--- src/rtl/wiper_pkg.sv ---
package wiper_pkg;
    typedef enum logic [2:0] {
        S_IDLE, S_ADDR, S_CMD, S_DATA, S_ACK, S_TX, S_RXACK, S_SKIP
    } bus_state_t;

    // Command is valid when (b - base) falls inside the channel count
    function automatic logic cmd_hit(input logic [7:0] b, input logic [7:0] base,
                                     input int unsigned n);
        logic [7:0] d;
        d = b - base;
        return {24'd0, d} < n;
    endfunction
endpackage

--- src/rtl/edge_sync.sv ---
module edge_sync #(
    parameter int STAGES = 2
) (
    input  logic clk,
    input  logic rst_n,
    input  logic d,
    output logic q,
    output logic q_prev
);
    logic [STAGES:0] chain;

    always_ff @(posedge clk or negedge rst_n) begin
        if (!rst_n) chain <= '1;
        else        chain <= {chain[STAGES-1:0], d};
    end

    assign q      = chain[STAGES-1];
    assign q_prev = chain[STAGES];
endmodule

--- src/rtl/wiper_bank.sv ---
module wiper_bank #(
    parameter int NCH   = 3,
    parameter int POS_W = 7,
    localparam int BYTE_W = POS_W + 1,
    localparam int SEL_W  = (NCH > 1) ? $clog2(NCH) : 1
) (
    input  logic                 clk,
    input  logic                 rst_n,
    input  logic                 wr_en,
    input  logic [SEL_W-1:0]     sel,
    input  logic [BYTE_W-1:0]    wr_data,
    output logic [BYTE_W-1:0]    rd_data,
    output logic [NCH*POS_W-1:0] pos_flat,
    output logic [NCH-1:0]       hiz_flat
);
    logic [BYTE_W-1:0] regs [NCH];

    for (genvar i = 0; i < NCH; i++) begin : g_ch
        always_ff @(posedge clk or negedge rst_n) begin
            if (!rst_n)                            regs[i] <= '0;
            else if (wr_en && sel == SEL_W'(i))    regs[i] <= wr_data;
        end
        assign pos_flat[i*POS_W +: POS_W] = regs[i][POS_W-1:0];
        assign hiz_flat[i]                = regs[i][POS_W];
    end

    assign rd_data = regs[sel];
endmodule

--- src/rtl/wiper_i2c_slave.sv ---
module wiper_i2c_slave #(
    parameter int         NCH      = 3,
    parameter int         POS_W    = 7,
    parameter logic [3:0] DEV_HIGH = 4'b1010,
    parameter logic [7:0] CMD_BASE = 8'hF8,
    localparam int BYTE_W = POS_W + 1,
    localparam int SEL_W  = (NCH > 1) ? $clog2(NCH) : 1
) (
    input  logic                 clk,
    input  logic                 rst_n,
    input  logic                 dev_a0,
    input  logic                 scl_in,
    input  logic                 sda_in,
    output logic                 sda_pull,
    output logic [NCH*POS_W-1:0] wiper_pos,
    output logic [NCH-1:0]       wiper_hiz
);
    import wiper_pkg::*;

    logic scl_s, scl_q, sda_s, sda_q;
    edge_sync #(.STAGES(2)) u_scl (.clk(clk), .rst_n(rst_n), .d(scl_in), .q(scl_s), .q_prev(scl_q));
    edge_sync #(.STAGES(2)) u_sda (.clk(clk), .rst_n(rst_n), .d(sda_in), .q(sda_s), .q_prev(sda_q));

    logic scl_rise, scl_fall, start_det, stop_det;
    assign scl_rise  = scl_s & ~scl_q;
    assign scl_fall  = ~scl_s & scl_q;
    assign start_det = scl_s & scl_q & sda_q & ~sda_s;
    assign stop_det  = scl_s & scl_q & ~sda_q & sda_s;

    bus_state_t        state, state_n, after_q, after_n;
    logic [7:0]        shreg, txsh;
    logic [3:0]        bitcnt;
    logic [SEL_W-1:0]  sel;
    logic [BYTE_W-1:0] rd_data;
    logic              byte_done, addr_ok, cmd_ok, wr_en;

    assign byte_done = scl_fall && (bitcnt == 4'd8);
    assign addr_ok   = shreg[7:1] == {DEV_HIGH, 2'b00, dev_a0};
    assign cmd_ok    = cmd_hit(shreg, CMD_BASE, NCH);
    assign wr_en     = (state == S_DATA) && byte_done;

    wiper_bank #(.NCH(NCH), .POS_W(POS_W)) u_bank (
        .clk(clk), .rst_n(rst_n), .wr_en(wr_en), .sel(sel),
        .wr_data(shreg[BYTE_W-1:0]), .rd_data(rd_data),
        .pos_flat(wiper_pos), .hiz_flat(wiper_hiz)
    );

    // Next-state logic
    always_comb begin
        state_n = state;
        after_n = after_q;
        if (start_det)      state_n = S_ADDR;
        else if (stop_det)  state_n = S_IDLE;
        else begin
            unique case (state)
                S_IDLE, S_SKIP: state_n = state;
                S_ADDR: if (byte_done) begin
                    state_n = addr_ok ? S_ACK : S_SKIP;
                    after_n = shreg[0] ? S_TX : S_CMD;
                end
                S_CMD: if (byte_done) begin
                    state_n = cmd_ok ? S_ACK : S_SKIP;
                    after_n = S_DATA;
                end
                S_DATA: if (byte_done) begin
                    state_n = S_ACK;
                    after_n = S_DATA;
                end
                S_ACK: if (scl_fall) state_n = after_q;
                S_TX: if (byte_done) state_n = S_RXACK;
                S_RXACK: begin
                    if (scl_rise && sda_s) state_n = S_SKIP;
                    else if (scl_fall)     state_n = S_TX;
                end
                default: state_n = S_IDLE;
            endcase
        end
    end

    // State register
    always_ff @(posedge clk or negedge rst_n) begin
        if (!rst_n) begin
            state   <= S_IDLE;
            after_q <= S_IDLE;
        end else begin
            state   <= state_n;
            after_q <= after_n;
        end
    end

    // Shift, counter, select and SDA drive
    always_ff @(posedge clk or negedge rst_n) begin
        if (!rst_n) begin
            shreg <= '0; txsh <= '0; bitcnt <= '0; sel <= '0; sda_pull <= 1'b0;
        end else if (start_det) begin
            bitcnt <= '0; sda_pull <= 1'b0;
        end else if (stop_det) begin
            bitcnt <= '0; sda_pull <= 1'b0;
        end else begin
            unique case (state)
                S_ADDR, S_CMD, S_DATA: begin
                    if (scl_rise) begin
                        shreg  <= {shreg[6:0], sda_s};
                        bitcnt <= bitcnt + 4'd1;
                    end
                    if (byte_done) begin
                        bitcnt   <= '0;
                        sda_pull <= (state_n == S_ACK);
                        if (state == S_CMD && cmd_ok) sel <= SEL_W'(shreg - CMD_BASE);
                    end
                end
                S_ACK: if (scl_fall) begin
                    bitcnt   <= '0;
                    sda_pull <= (after_q == S_TX) ? ~rd_data[BYTE_W-1] : 1'b0;
                    txsh     <= 8'(rd_data) << 1;
                end
                S_TX: begin
                    if (scl_rise) bitcnt <= bitcnt + 4'd1;
                    if (scl_fall) begin
                        if (bitcnt == 4'd8) sda_pull <= 1'b0;
                        else begin
                            sda_pull <= ~txsh[7];
                            txsh     <= txsh << 1;
                        end
                    end
                end
                S_RXACK: if (scl_fall && state_n == S_TX) begin
                    bitcnt   <= '0;
                    sda_pull <= ~rd_data[BYTE_W-1];
                    txsh     <= 8'(rd_data) << 1;
                end
                default: ;
            endcase
        end
    end

    // start goes to address reception with SDA released
    a_r8_start_to_addr: assert property (@(posedge clk) disable iff (!rst_n)
        start_det |=> (state == S_ADDR && !sda_pull));
    // stop returns to idle
    a_r8_stop_to_idle: assert property (@(posedge clk) disable iff (!rst_n)
        stop_det |=> state == S_IDLE);
    // no drive while idle or ignoring the bus
    a_r2_quiet_when_skipping: assert property (@(posedge clk) disable iff (!rst_n)
        (state == S_IDLE || state == S_SKIP) |-> !sda_pull);
    // drive never changes during an SCL high phase
    a_r10_sda_steady_scl_high: assert property (@(posedge clk) disable iff (!rst_n)
        (scl_s && $past(scl_s) && !$past(start_det) && !$past(stop_det)) |-> $stable(sda_pull));
    // settings change only as a data byte completes
    a_r5_update_only_from_data: assert property (@(posedge clk) disable iff (!rst_n)
        !$stable({wiper_pos, wiper_hiz}) |-> ($past(state) == S_DATA && state == S_ACK));
    // bit counter bounded by one byte
    a_r5_bitcnt_bound: assert property (@(posedge clk) disable iff (!rst_n)
        bitcnt <= 4'd8);
endmodule

--- config.mk ---
export PLATFORM = sky130hd
export DESIGN_NAME = wiper_i2c_slave
export DESIGN_NICKNAME = d
export VERILOG_FILES = /design/src/rtl/wiper_pkg.sv /design/src/rtl/edge_sync.sv /design/src/rtl/wiper_bank.sv /design/src/rtl/wiper_i2c_slave.sv
export SDC_FILE = /design/constraint.sdc
export NUM_CORES = 1
export LEC_CHECK = 0
export BUFFER_PORTS_ARGS = -buffer_cell sky130_fd_sc_hd__buf_2
export CORE_UTILIZATION = 53
export DETAILED_ROUTE_END_ITERATION = 12
export PLACE_DENSITY = 0.83
export RECOVER_POWER = 25
export SLEW_MARGIN = 15
export SYNTH_ARGS = -nofsm -noshare
export SYNTH_HDL_FRONTEND = slang
export SYNTH_HIERARCHICAL = 1
export SYNTH_SLANG_ARGS = --single-unit
--- constraint.sdc ---
create_clock -name clk -period 2.07 [get_ports clk]
set_input_delay 0.414 -clock clk [delete_from_list [all_inputs] [get_ports clk]]
set_output_delay 0.414 -clock clk [all_outputs]
set_load 0.03 [all_outputs]
-- Yosys cells after proc, flatten, opt, wreduce, memory -nomap -nowiden
Index checks and enable logic that the tools add are counted.
- flip-flop bits (word level): 59
- input port bits: 5
- output and inout port bits: 25
- word-level logic and storage cells: 118
- add/sub/neg operators: 2
- order comparisons: 2
- equality and inequality tests: 24
- multiplexer cells: 40
- bitwise logic cells: 16
- reductions and logical operators: 22
- operators with widths (cell ; count):
    $mux 8 ; 6
    $mux 3 ; 12
    $mux 4 ; 6
    $pmux 8 s3 ; 1
    $eq 3x3->1 const B ; 7
    $pmux 3 s7 ; 1
    $bmux 8 s2 ; 1
    $ne 4x4->1 const B ; 4
    $pmux 4 s4 ; 1
    $reduce_and 5->1 ; 3
    $ne 2x2->1 const B ; 5
    $logic_and 1x1->1 ; 8
    $lt 8x2->1 const B ; 1
    $mux 1 ; 8
    $not 1->1 ; 8
    $sub 8x8->8 const B ; 1
    $and 1x1->1 ; 7
    $eq 7x7->1 ; 1
    $reduce_and 7->1 ; 1
    $eq 3x2->1 const B ; 2
    $pmux 3 s2 ; 1
    $reduce_bool 6->1 ; 1
    $add 4x1->4 const B ; 1
    $eq 4x4->1 const B ; 1
    other kinds (16) ; 18

-- Logic depth before layout (Yosys ltp)
Gate-level depths: netlist of the first run.
- word-level depth: 13
- depth in mapped cells: 9
- depth with buffers taken out: 7

-- Hierarchy
The synthesis of the first run kept the hierarchy.
- by module, submodules not included (module ; instances ; cells each ; area each (µm²) ; sequential area each (µm²)):
    wiper_i2c_slave ; 1 ; 189 ; 1724.2 ; 700.7
    wiper_bank ; 1 ; 71 ; 1092.3 ; 600.6
    edge_sync ; 2 ; 3 ; 78.8 ; 78.8

-- Least setup slack after synthesis of the first run
OpenSTA, ideal clock, no wires.
- path kind: register to register
- start: register bitcnt[0]
- end: register u_bank.regs (netlist bit u_bank/hiz_flat[0])
- data arrival time: 2.026 ns
- setup slack: -0.081 ns
- stages on the path, launching flop included: 8
- buffers on the path: 0
- period minus slack after synthesis: 2.151 ns
- path through: dfrtp_1 > inv_1 > ha_1 > nand3b_1 > or3_1 > nor2_1 > nor3b_4 > mux2_2
- cells in the longest elaborated chain, start to end: 4
- ends and longest elaborated chain (what ; RTL line ; RTL):
    start, declared ; wiper_i2c_slave.sv:32 ; logic [3:0] bitcnt;
    start signal, assigned ; wiper_i2c_slave.sv:104 ; bitcnt <= bitcnt + 4'd1;
    start signal, assigned ; wiper_i2c_slave.sv:118 ; if (scl_rise) bitcnt <= bitcnt + 4'd1;
    $eq 4x4->1 ; wiper_i2c_slave.sv:37 ; assign byte_done = scl_fall && (bitcnt == 4'd8);
    $logic_and 1x1->1 ; wiper_i2c_slave.sv:37 ;
    $logic_and 1x1->1 ; wiper_i2c_slave.sv:40 ; assign wr_en = (state == S_DATA) && byte_done;
    named net wr_en ; wiper_i2c_slave.sv:35 ; logic byte_done, addr_ok, cmd_ok, wr_en;
    $logic_and 1x1->1 ; wiper_bank.sv:21 ; else if (wr_en && sel == SEL_W'(i)) regs[i] <= wr_data;
    end signal, assigned by index ; wiper_bank.sv:21 ;
    end, declared ; wiper_bank.sv:16 ; logic [BYTE_W-1:0] regs [NCH];
The timed path passes the listed nets, and every way through them passes these cells.
A chain may end at the register's enable or synchronous reset.

-- Worst setup path after layout of the first run
- start: register bitcnt[0]
- end: register u_bank.regs (netlist bit u_bank/pos_flat[6])
Same word-level chain as after synthesis.

==> flow_summary.json, run 1 <==
{
  "synth_top_area_share_pct": 43.75,
  "routabilityCongestion": 0.8824,
  "wirelength_mm": 6.716,
  "track_usage_pct": 25.41,
  "r2r-start": "bitcnt[0]",
  "antenna_found_initial": 0,
  "endpoint_kind": "register",
  "area_growth_pct": 18.47,
  "setup_tns_ns": -0.004484,
  "fp-row-count": 26,
  "r2r_slack_ns": -0.004,
  "fmaxAchievable_mhz": 482.0,
  "status": "finished with violations",
  "synth_adder_area_share_pct": 1.683,
  "r2r_cells": 8,
  "synth.area.mux_share_pct": 17.75,
  "dp_cells": 373,
  "fin_cells": 391,
  "relSlewSlack_pct": 8.931,
  "post-route-min-period_ns": 2.074,
  "syn_inst": 266,
  "cts_tree": "done",
  "synth_cell_type_count": 51,
  "power_uw": 3412,
  "p_sw_uw": 1203,
  "endpoint": "u_bank/pos_flat[6]",
  "p_leak_uw": 0.001729,
  "synth_top_family_by_area": "multiplexers",
  "syn_nets": 275,
  "arrival_ns": 2.30,
  "die_h_um": 76.91,
  "setup_violations": 1,
  "nets": 325,
  "cts.sinks": 58,
  "dp.final_hpwl_mm": 4.555,
  "drcViolationCount": 0,
  "dr.pass1.iters": 5,
  "critPathRequiredTime_ns": 2.30,
  "drt_iter0_drc": 197,
  "clockRootBuffer": "clkbuf_8",
  "synthXorXnorAreaFrac_pct": 1.178,
  "start_util_pct": 56.43,
  "pre_cts_slack_ns": 0.008113,
  "worstSetupStartpoint": "bitcnt[0]",
  "clk_path_buf_depth": 2,
  "max-cap-violations": 0,
  "rsz0062_at_grt": "true",
  "pwr-share-comb_pct": 25.6,
  "irDropWorstVdd_mv": 0.5934,
  "fin_crit_sh_pct": 100.2,
  "yosys.area_share.simple_pct": 15.65,
  "n_antenna_cell": 0,
  "vias_per_cell": 5.895,
  "clk_latency_ns": 0.35,
  "finClkSkew_ns": 0.007529,
  "synth_compound_area_share_pct": 11.82,
  "p_seq_share_pct": 43.9,
  "overflow": 0,
  "seq_area_sq_um": 1459,
  "internal-power_uw": 2210,
  "vias": 2305,
  "grt_max_degree": 36,
  "clk_pin_slew_ns": 0.07,
  "avgSynthCellArea_sq_um": 11.18,
  "yosysSeqAreaShare_pct": 49.05,
  "ys_ff_latch": 58,
  "fillCellCount": 406,
  "switching_share_pct": 35.25,
  "hold-path-cell-count": 1,
  "hold_viol_final": 0,
  "rr_endpoint": "u_bank/pos_flat[6]",
  "die_w_um": 76.91,
  "synthTopCellsByArea": "dfrtp_1, mux2_2, mux2i_1, dfstp_2, nand2_1",
  "cts-htree-levels": 3,
  "multi_input_area_sq_um": 1451,
  "powerDensity_nw_per_um2": 968.5,
  "wl_per_cell_um": 17.18,
  "io_buffers": 29,
  "synth-edff-count": 0,
  "grt_pass1_vias": 2320,
  "async_flop_share_pct": 100.0,
  "ys.flop_type": "dfrtp_1",
  "netlist_area_sq_um": 2974,
  "synth_warnings": 6,
  "violations": "setup timing",
  "path_class": "register to register",
  "die_area_sq_um": 5915,
  "layout-drive-gt1-share_pct": 32.40,
  "io-pin-count": 30,
  "cp-start-kind": "register",
  "crit_fanout": 8,
  "worst_slew_pin_slew_ns": 1.366,
  "drv_slew": 0,
  "grt_pass1_wl_mm": 11.55,
  "final_common_cell": "dfrtp_1",
  "worstHoldPathType": "primary input to register",
  "final_cell_mix": "dfrtp_1, buf_2, mux2_2",
  "cts_made_buffers": 9,
  "clockPowerShare_pct": 30.5,
  "synth_top_area_cell": "dfrtp_1",
  "antenna_left": 0,
  "core_sq_um": 5270,
  "setup_ws_ns": -0.004484
}
-- critical path, cell delays in order (launching register included) --
cell and delay [ns]:
dfrtp_1 0.38, inv_1 0.06, ha_1 0.17, nand3b_1 0.15
or3_4 0.39, nor2_4 0.10, nor3b_4 0.20, buf_6 0.16
mux2_2 0.34
-- cell families (layout without fill, tap and decap cells) --
family          after synthesis  in the layout
simple gates                 84             84
flops                        58             58
compound gates               51             51
mux                          48             48
buf+inv                      17             72
fa+ha+maj                     4              4
xor+xnor                      4              4
-- area by class of cell --
class                           count  area share, %
Timing Repair Buffer               49          8.700
Inverter                            7         0.7457
Clock inverter                      7          1.953
Clock buffer                        9          3.516
Sequential cell                    58          41.41
Tap cell                           70          2.486
Multi-Input combinational cell    191          41.19
-- repair_timing --
action / in CTS / in global routing
setup buffers: 0 / 2
gates resized for setup: 2 / 1
gates cloned: 0 / 0
hold buffers: 0 / 0
endpoints found under the setup margin: 16 / 24
-- routing by layer --
| metal | track usage, % | part of all wire [%] | up-vias |
|---|---|---|---|
| met5 | 0 | 0 | - |
| met4 | 11.73 | 3.1 | 0 |
| met3 | 6.786 | 6.1 | 23 |
| met2 | 39.11 | 46 | 71 |
| met1 | 33.49 | 45 | 1144 |
| li1 | - | - | 1067 |
-- power by group through the flow --
stage	sequential [uW]	combinational [uW]	clock (uW)
6_report	1500	874	1040
4_1_cts	1490	847	1040
5_1_grt	1520	964	1090
3_3_place_gp	1500	796	0
2_1_floorplan	1440	575	0
3_5_place_dp	1510	825	0
-- synthesized netlist by cell type (all sizes together), types with 3 or more instances --
cell type,number
ha,4
o21ai,18
nand3b,6
o2bb2ai,8
nor3,9
inv,7
nand4,3
dfstp,6
mux2i,16
mux2,32
buf,8
nand2b,3
nor2,14
a21oi,9
nand3,10
xnor2,4
dfrtp,52
nand2,22
or3,3
nor2b,4
-- registers in the layout, summed over array words and instances, names as in the netlist --
register / flops
sel: 2
bitcnt: 4
u_sda/chain: 3
state: 3
u_scl/chain: 3
sda_pull: 1
u_bank/hiz_flat: 3
txsh: 7
after_q: 3
shreg: 8
u_bank/pos_flat: 21
-- through the flow --
stage	util [%]	instance area (sq um)	hold slack, ns
3_5_place_dp	62.68	3303	0.3491
4_1_cts	66.57	3508	0.07760
2_1_floorplan	-	2982	0.1184
3_3_place_gp	62.68	3303	0.3461
6_report	66.86	3523	0.1631
5_1_grt	66.86	3523	0.1600
-- how the worst min path moves through the flow --
stage | slack, ns | to | startpoint
CTS | 0.08 | bitcnt[0] | rst_n
global placement | 0.35 | u_scl/chain[1] | u_scl/chain[0]
floorplan | 0.12 | after_q[0] | rst_n
finish | 0.16 | u_sda/chain[0] | sda_in
global route | 0.16 | u_scl/chain[0] | scl_in
detailed placement | 0.35 | u_sda/chain[1] | u_sda/chain[0]
(Power assumes the default switching activity.)
==> inputs of run 2 (changes only) <==
--- a/config.mk
+++ b/config.mk
@@ -8,7 +8,7 @@
 export BUFFER_PORTS_ARGS = -buffer_cell sky130_fd_sc_hd__buf_2
 export CORE_UTILIZATION = 53
 export DETAILED_ROUTE_END_ITERATION = 12
-export PLACE_DENSITY = 0.83
+export PLACE_DENSITY = 0.84
 export RECOVER_POWER = 25
 export SLEW_MARGIN = 15
 export SYNTH_ARGS = -nofsm -noshare
==> run 2 against run 1 <==
  * The run still ends with setup timing left
  * First-iteration DRC count increased by 16%
  * Total power down 2.9%
  * Critical path depth did not move
  * Core utilization up 0.33 points
  * Clock skew about the same
  * Sequential power is essentially flat
  * Clock-buffer cell count grew 5
  * Wire length is 0.57% lower
  * Sequential share of layout area shrank 0.20 points
  * Critical endpoint is now u_bank/pos_flat[3]
  * Largest power group unchanged
  * Highest routed layer unchanged
==> flow_summary.json, run 2 (synthesis results as in run 1) <==
{
  "max-cap-violations": 0,
  "rr_endpoint": "u_bank/pos_flat[3]",
  "clockPowerShare_pct": 29.9,
  "clk_pin_slew_ns": 0.07,
  "setup_violations": 3,
  "wl_per_cell_um": 17.12,
  "r2r_cells": 8,
  "core_sq_um": 5270,
  "worstHoldPathType": "primary input to register",
  "fillCellCount": 392,
  "min_from": "scl_in",
  "r2r_slack_ns": -0.02,
  "critPathRequiredTime_ns": 2.29,
  "largest_reg_flops": 21,
  "drt_iter0_drc": 228,
  "p_sw_uw": 1123,
  "clk_path_buf_depth": 2,
  "dp.final_hpwl_mm": 4.542,
  "holdWs_ns": 0.1757,
  "grt_pass1_vias": 2214,
  "cts_tree": "done",
  "arrival_ns": 2.30,
  "cts.sinks": 58,
  "min_to": "u_scl/chain[0]",
  "setup_ws_ns": -0.01539,
  "switching_share_pct": 33.90,
  "clk_latency_ns": 0.34,
  "rsz0062_at_grt": "true",
  "irDropWorstVdd_mv": 0.6397,
  "violations": "setup timing",
  "r2r-start": "bitcnt[0]",
  "die_w_um": 76.91,
  "drv_slew": 0,
  "fin_cells": 390,
  "cp-start-kind": "register",
  "antenna_found_initial": 0,
  "die_h_um": 76.91,
  "finClkSkew_ns": 0.007789,
  "path_class": "register to register",
  "die_area_sq_um": 5915,
  "track_usage_pct": 24.57,
  "hold-path-cell-count": 1,
  "fmaxAchievable_mhz": 479.5,
  "p_seq_share_pct": 46.0,
  "io-pin-count": 30,
  "max_stage_delay_ns": 0.39,
  "grt_max_degree": 26,
  "drcViolationCount": 0,
  "cts_hold_buf": 0,
  "dr.pass1.iters": 4,
  "cts-htree-levels": 3,
  "vias_per_cell": 5.910,
  "dp_cells": 373,
  "worstPathCellList": "inv_1 -> ha_2 -> nand3b_1 -> or3_4 -> nor2_4 -> nor3b_4 -> buf_12 -> mux2_2",
  "powerDensity_nw_per_um2": 935.3,
  "fp-row-count": 26,
  "pre_cts_slack_ns": 0.04209,
  "slowest_stage": "or3_4",
  "io_buffers": 29,
  "cts_made_buffers": 9,
  "area_growth_pct": 19.06,
  "start_util_pct": 56.43,
  "fin_crit_sh_pct": 100.7,
  "internal-power_uw": 2189,
  "pwr-share-comb_pct": 24.1,
  "grt_pass1_wl_mm": 10.94,
  "worst_slew_pin_slew_ns": 1.223,
  "routabilityCongestion": 0.9051,
  "n_antenna_cell": 0,
  "post-route-min-period_ns": 2.085,
  "nets": 325,
  "wirelength_mm": 6.678,
  "status": "finished with violations",
  "vias": 2305,
  "hold_viol_final": 0,
  "endpoint_kind": "register",
  "overflow": 0,
  "antenna_left": 0,
  "relSlewSlack_pct": 18.49,
  "final_cell_mix": "dfrtp_1, buf_2, nand2_1, mux2_2, buf_4",
  "crit_fanout": 8,
  "layout-drive-gt1-share_pct": 32.50,
  "p_leak_uw": 0.001771,
  "clockRootBuffer": "clkbuf_8",
  "final_common_cell": "dfrtp_1"
}
-- run 2: changes by cell type in the layout (fill, tap and decap cells not counted), sizes merged --
| cell | previous run | this run |
|---|---|---|
| clkinv | 3 | 0 |
| clkbuf | 11 | 16 |
| inv | 8 | 7 |
| clkinvlp | 2 | 1 |
| bufinv | 1 | 0 |
-- run 2: worst max-delay path by stage --
stage	start	endpoint	slack [ns]	depth (start not counted)
floorplan	bitcnt[0]	u_bank/hiz_flat[0]	0.003	7
global route	bitcnt[1]	u_bank/pos_flat[2]	-0.13	8
detailed placement	bitcnt[0]	u_bank/pos_flat[3]	0.04	8
CTS	bitcnt[0]	u_bank/pos_flat[3]	0.03	8
global placement	bitcnt[0]	u_bank/pos_flat[11]	0.09	8
finish	bitcnt[0]	u_bank/pos_flat[3]	-0.02	8
-- run 2: what timing repair did --
action | 4_1_cts | 5_1_grt
setup endpoints to repair | 0 | 24
resized for setup | 0 | 7
buffers inserted | 0 | 2
-- run 2: worst max-delay path, delay by kind of cell (launching register included) --
| kind | cells | cell delay (ns) |
|---|---|---|
| fa+ha+maj | 1 | 0.16 |
| buf+inv | 2 | 0.21 |
| flops | 1 | 0.38 |
| mux | 1 | 0.34 |
| simple gates | 4 | 0.87 |
-- run 2: final cells by class --
cell class              count  area [sq um]  share of cell area [%]
clock buffers              14         182.7                   5.159
clock inverters             1         7.507                  0.2120
inverters                   7         26.28                  0.7420
multi-input cells         191          1470                   41.52
flip-flops and latches     58          1459                   41.20
well taps                  70         87.58                   2.473
repair buffers             49         307.8                   8.693
-- run 2: through the flow --
stage	area [sq um]	TNS, ns	utilization, %	power [uW]
detailed placement	3316	0	62.92	2303
floorplan	2982	0	-	2016
global placement	3316	0	62.92	2265
CTS	3506	0	66.52	3292
finish	3541	-0.02017	67.19	3312
global route	3541	-0.9313	67.19	3494
-- run 2: power groups by stage --
stage	Combinational (uW)	Clock, uW	Sequential, uW
floorplan	575	0	1440
global placement	748	0	1520
detailed placement	769	0	1530
CTS	779	996	1520
global route	893	1050	1550
finish	798	990	1520
-- run 2: layer usage --
layer | vias up | routed length (um) | global-route usage, %
li1 | 1071 | - | -
met1 | 1139 | 3041 | 32.65
met2 | 75 | 3173 | 37.77
met3 | 20 | 270 | 4.643
met4 | 0 | 191 | 13.85
met5 | - | 0 | 0
==> inputs of run 3 (changes only) <==
--- a/config.mk
+++ b/config.mk
@@ -10,6 +10,8 @@
 export DETAILED_ROUTE_END_ITERATION = 12
 export PLACE_DENSITY = 0.84
 export RECOVER_POWER = 25
+export REMOVE_ABC_BUFFERS = 1
+export SKIP_LAST_GASP = 1
 export SLEW_MARGIN = 15
 export SYNTH_ARGS = -nofsm -noshare
 export SYNTH_HDL_FRONTEND = slang
==> run 3 against run 2 <==
  * The flow finishes with violations (capacitance limit, slew limit)
  * Wire length down 1.7%
  * Core utilization shrank 0.33 points
  * Hold slack lost 0.0028 ns
  * Die area unchanged
  * Combinational power rose by 6.4%
  * Worst setup slack improved by 0.059 ns
  * Maximum frequency increased by 2.9%
  * Clock power shrank 0.6%
  * Largest cell class is now sequential cells
  * Final area shrank 0.49%
  * Total power increased by 0.30%
  * First-iteration DRC count increased by 6.1%
==> flow_summary.json, run 3 (synthesis results as in run 1) <==
{
  "clockRootBuffer": "clkbuf_8",
  "rsz0062_at_grt": "true",
  "io_buffers": 29,
  "fillCellCount": 407,
  "start_util_pct": 56.43,
  "area_growth_pct": 18.47,
  "antenna_found_initial": 0,
  "hold_viol_final": 0,
  "routabilityCongestion": 0.9183,
  "critPathRequiredTime_ns": 2.29,
  "clk_latency_ns": 0.34,
  "drt_iter0_drc": 242,
  "internal-power_uw": 2174,
  "cts.sinks": 58,
  "worstPathCellList": "inv_1 -> ha_1 -> nand3b_1 -> or3_4 -> nor2_4 -> nor3b_4 -> buf_12 -> mux2_2",
  "overflow": 0,
  "p_seq_share_pct": 44.8,
  "cts_tree": "done",
  "layout-drive-gt1-share_pct": 32.60,
  "clockPowerShare_pct": 29.6,
  "slowest_stage": "dfrtp_1",
  "grt_pass1_vias": 2271,
  "finClkSkew_ns": 0.01199,
  "p_leak_uw": 0.001697,
  "max_stage_delay_ns": 0.38,
  "utilization_pct": 66.86,
  "pre_cts_slack_ns": -0.02160,
  "post-route-min-period_ns": 2.027,
  "fp-row-count": 26,
  "crit_fanout": 8,
  "clk_path_buf_depth": 2,
  "status": "finished with violations",
  "worst_slew_pin_slew_ns": 1.571,
  "core_sq_um": 5270,
  "worstHoldPathType": "primary input to register",
  "holdWs_ns": 0.1728,
  "fin_crit_sh_pct": 97.90,
  "io-pin-count": 30,
  "n_antenna_cell": 0,
  "max-cap-violations": 1,
  "cts_made_buffers": 9,
  "drcViolationCount": 0,
  "nets": 324,
  "setup_violations": 0,
  "wirelength_mm": 6.565,
  "dr.pass1.iters": 5,
  "p_sw_uw": 1148,
  "grt_max_degree": 32,
  "power_uw": 3322,
  "fmaxAchievable_mhz": 493.4,
  "violations": "capacitance limit, slew limit",
  "dp.final_hpwl_mm": 4.706,
  "endpoint_kind": "register",
  "final_cell_mix": "dfrtp_1, buf_2, mux2_2",
  "vias_per_cell": 5.918,
  "die_w_um": 76.91,
  "path_class": "register to register",
  "placedInstanceArea_sq_um": 3308,
  "die_h_um": 76.91,
  "postLayoutCellArea_sq_um": 3523,
  "die_area_sq_um": 5915,
  "cts-htree-levels": 3,
  "powerDensity_nw_per_um2": 942.8,
  "final_common_cell": "dfrtp_1",
  "clk_pin_slew_ns": 0.06,
  "wl_per_cell_um": 16.88,
  "track_usage_pct": 25.54,
  "vias": 2302,
  "setup_ws_ns": 0.04341,
  "antenna_left": 0,
  "cp-start-kind": "register",
  "arrival_ns": 2.25,
  "relSlewSlack_pct": -4.766,
  "pwr-share-comb_pct": 25.6,
  "irDropWorstVdd_mv": 0.8927,
  "drv_slew": 28,
  "grt_pass1_wl_mm": 11.40,
  "largest_reg_flops": 21,
  "switching_share_pct": 34.55
}
run 3: changes by cell type in the layout (fill, tap and decap cells not counted), moves of 2 or more:
cell / delta
clkbuf_8: -4
clkinv_2: +4
mux2_2: +2
mux2_4: -2
nand3b_2: +2
nand3b_4: -2
run 3: critical path: cells and delay by family, from the launching register on:
| kind | cells | cell delay (ns) |
|---|---|---|
| fa+ha+maj | 1 | 0.15 |
| buf+inv | 2 | 0.22 |
| flops | 1 | 0.38 |
| mux | 1 | 0.34 |
| simple gates | 4 | 0.83 |
run 3: timing repair:
action,CTS,global route
pin swaps,0,0
hold buffers,0,0
endpoints found under the hold margin,0,0
endpoints found under the setup margin,19,10
setup buffers,1,0
resized for setup,3,2
run 3: area by class of cell:
cell class,count,area (sq um),share of cell area [%]
sequential,58,1459,41.41
multi-input combinational,191,1456,41.34
timing repair buffer,48,311.5,8.842
clock buffer,9,123.9,3.516
tap,70,87.58,2.486
clock inverter,6,58.81,1.669
inverter,7,26.28,0.7457
run 3: worst paths after layout:
kind | endpoint | cells after the start | slack (ns) | start
setup reg to reg | u_bank/pos_flat[2] | 8 | 0.04 | bitcnt[1]
setup / recovery | u_bank/pos_flat[2] | 8 | 0.04 | bitcnt[1]
hold reg to reg | u_scl/chain[1] | 0 | 0.36 | u_scl/chain[0]
max in group asynchronous | after_q[2] | 1 | 0.69 | rst_n
hold / removal | u_scl/chain[0] | 1 | 0.17 | scl_in
min in group asynchronous | sel[0] | 1 | 0.45 | rst_n
run 3: routing by layer:
metal / share of wire [%] / track usage, % / up-vias / routed length, um
met5: 0 / 0 / - / 0
li1: - / - / 1067 / -
met3: 4.9 / 7.024 / 21 / 324
met1: 44 / 33.83 / 1123 / 2907
met4: 3.5 / 12.31 / 0 / 232
met2: 47 / 38.66 / 91 / 3100
run 3: power groups by stage:
stage	registers [uW]	clock network [uW]	logic [uW]
floorplan	1470	0	521
global placement	1500	0	776
detailed placement	1500	0	813
CTS	1480	1000	826
global route	1520	1060	950
finish	1490	984	849
run 3: stage by stage:
step / TNS, ns / instances
floorplan: -0.6493 / 256
global placement: 0 / 373
detailed placement: -0.09485 / 373
CTS: 0 / 389
global route: -0.08787 / 389
finish: 0 / 389
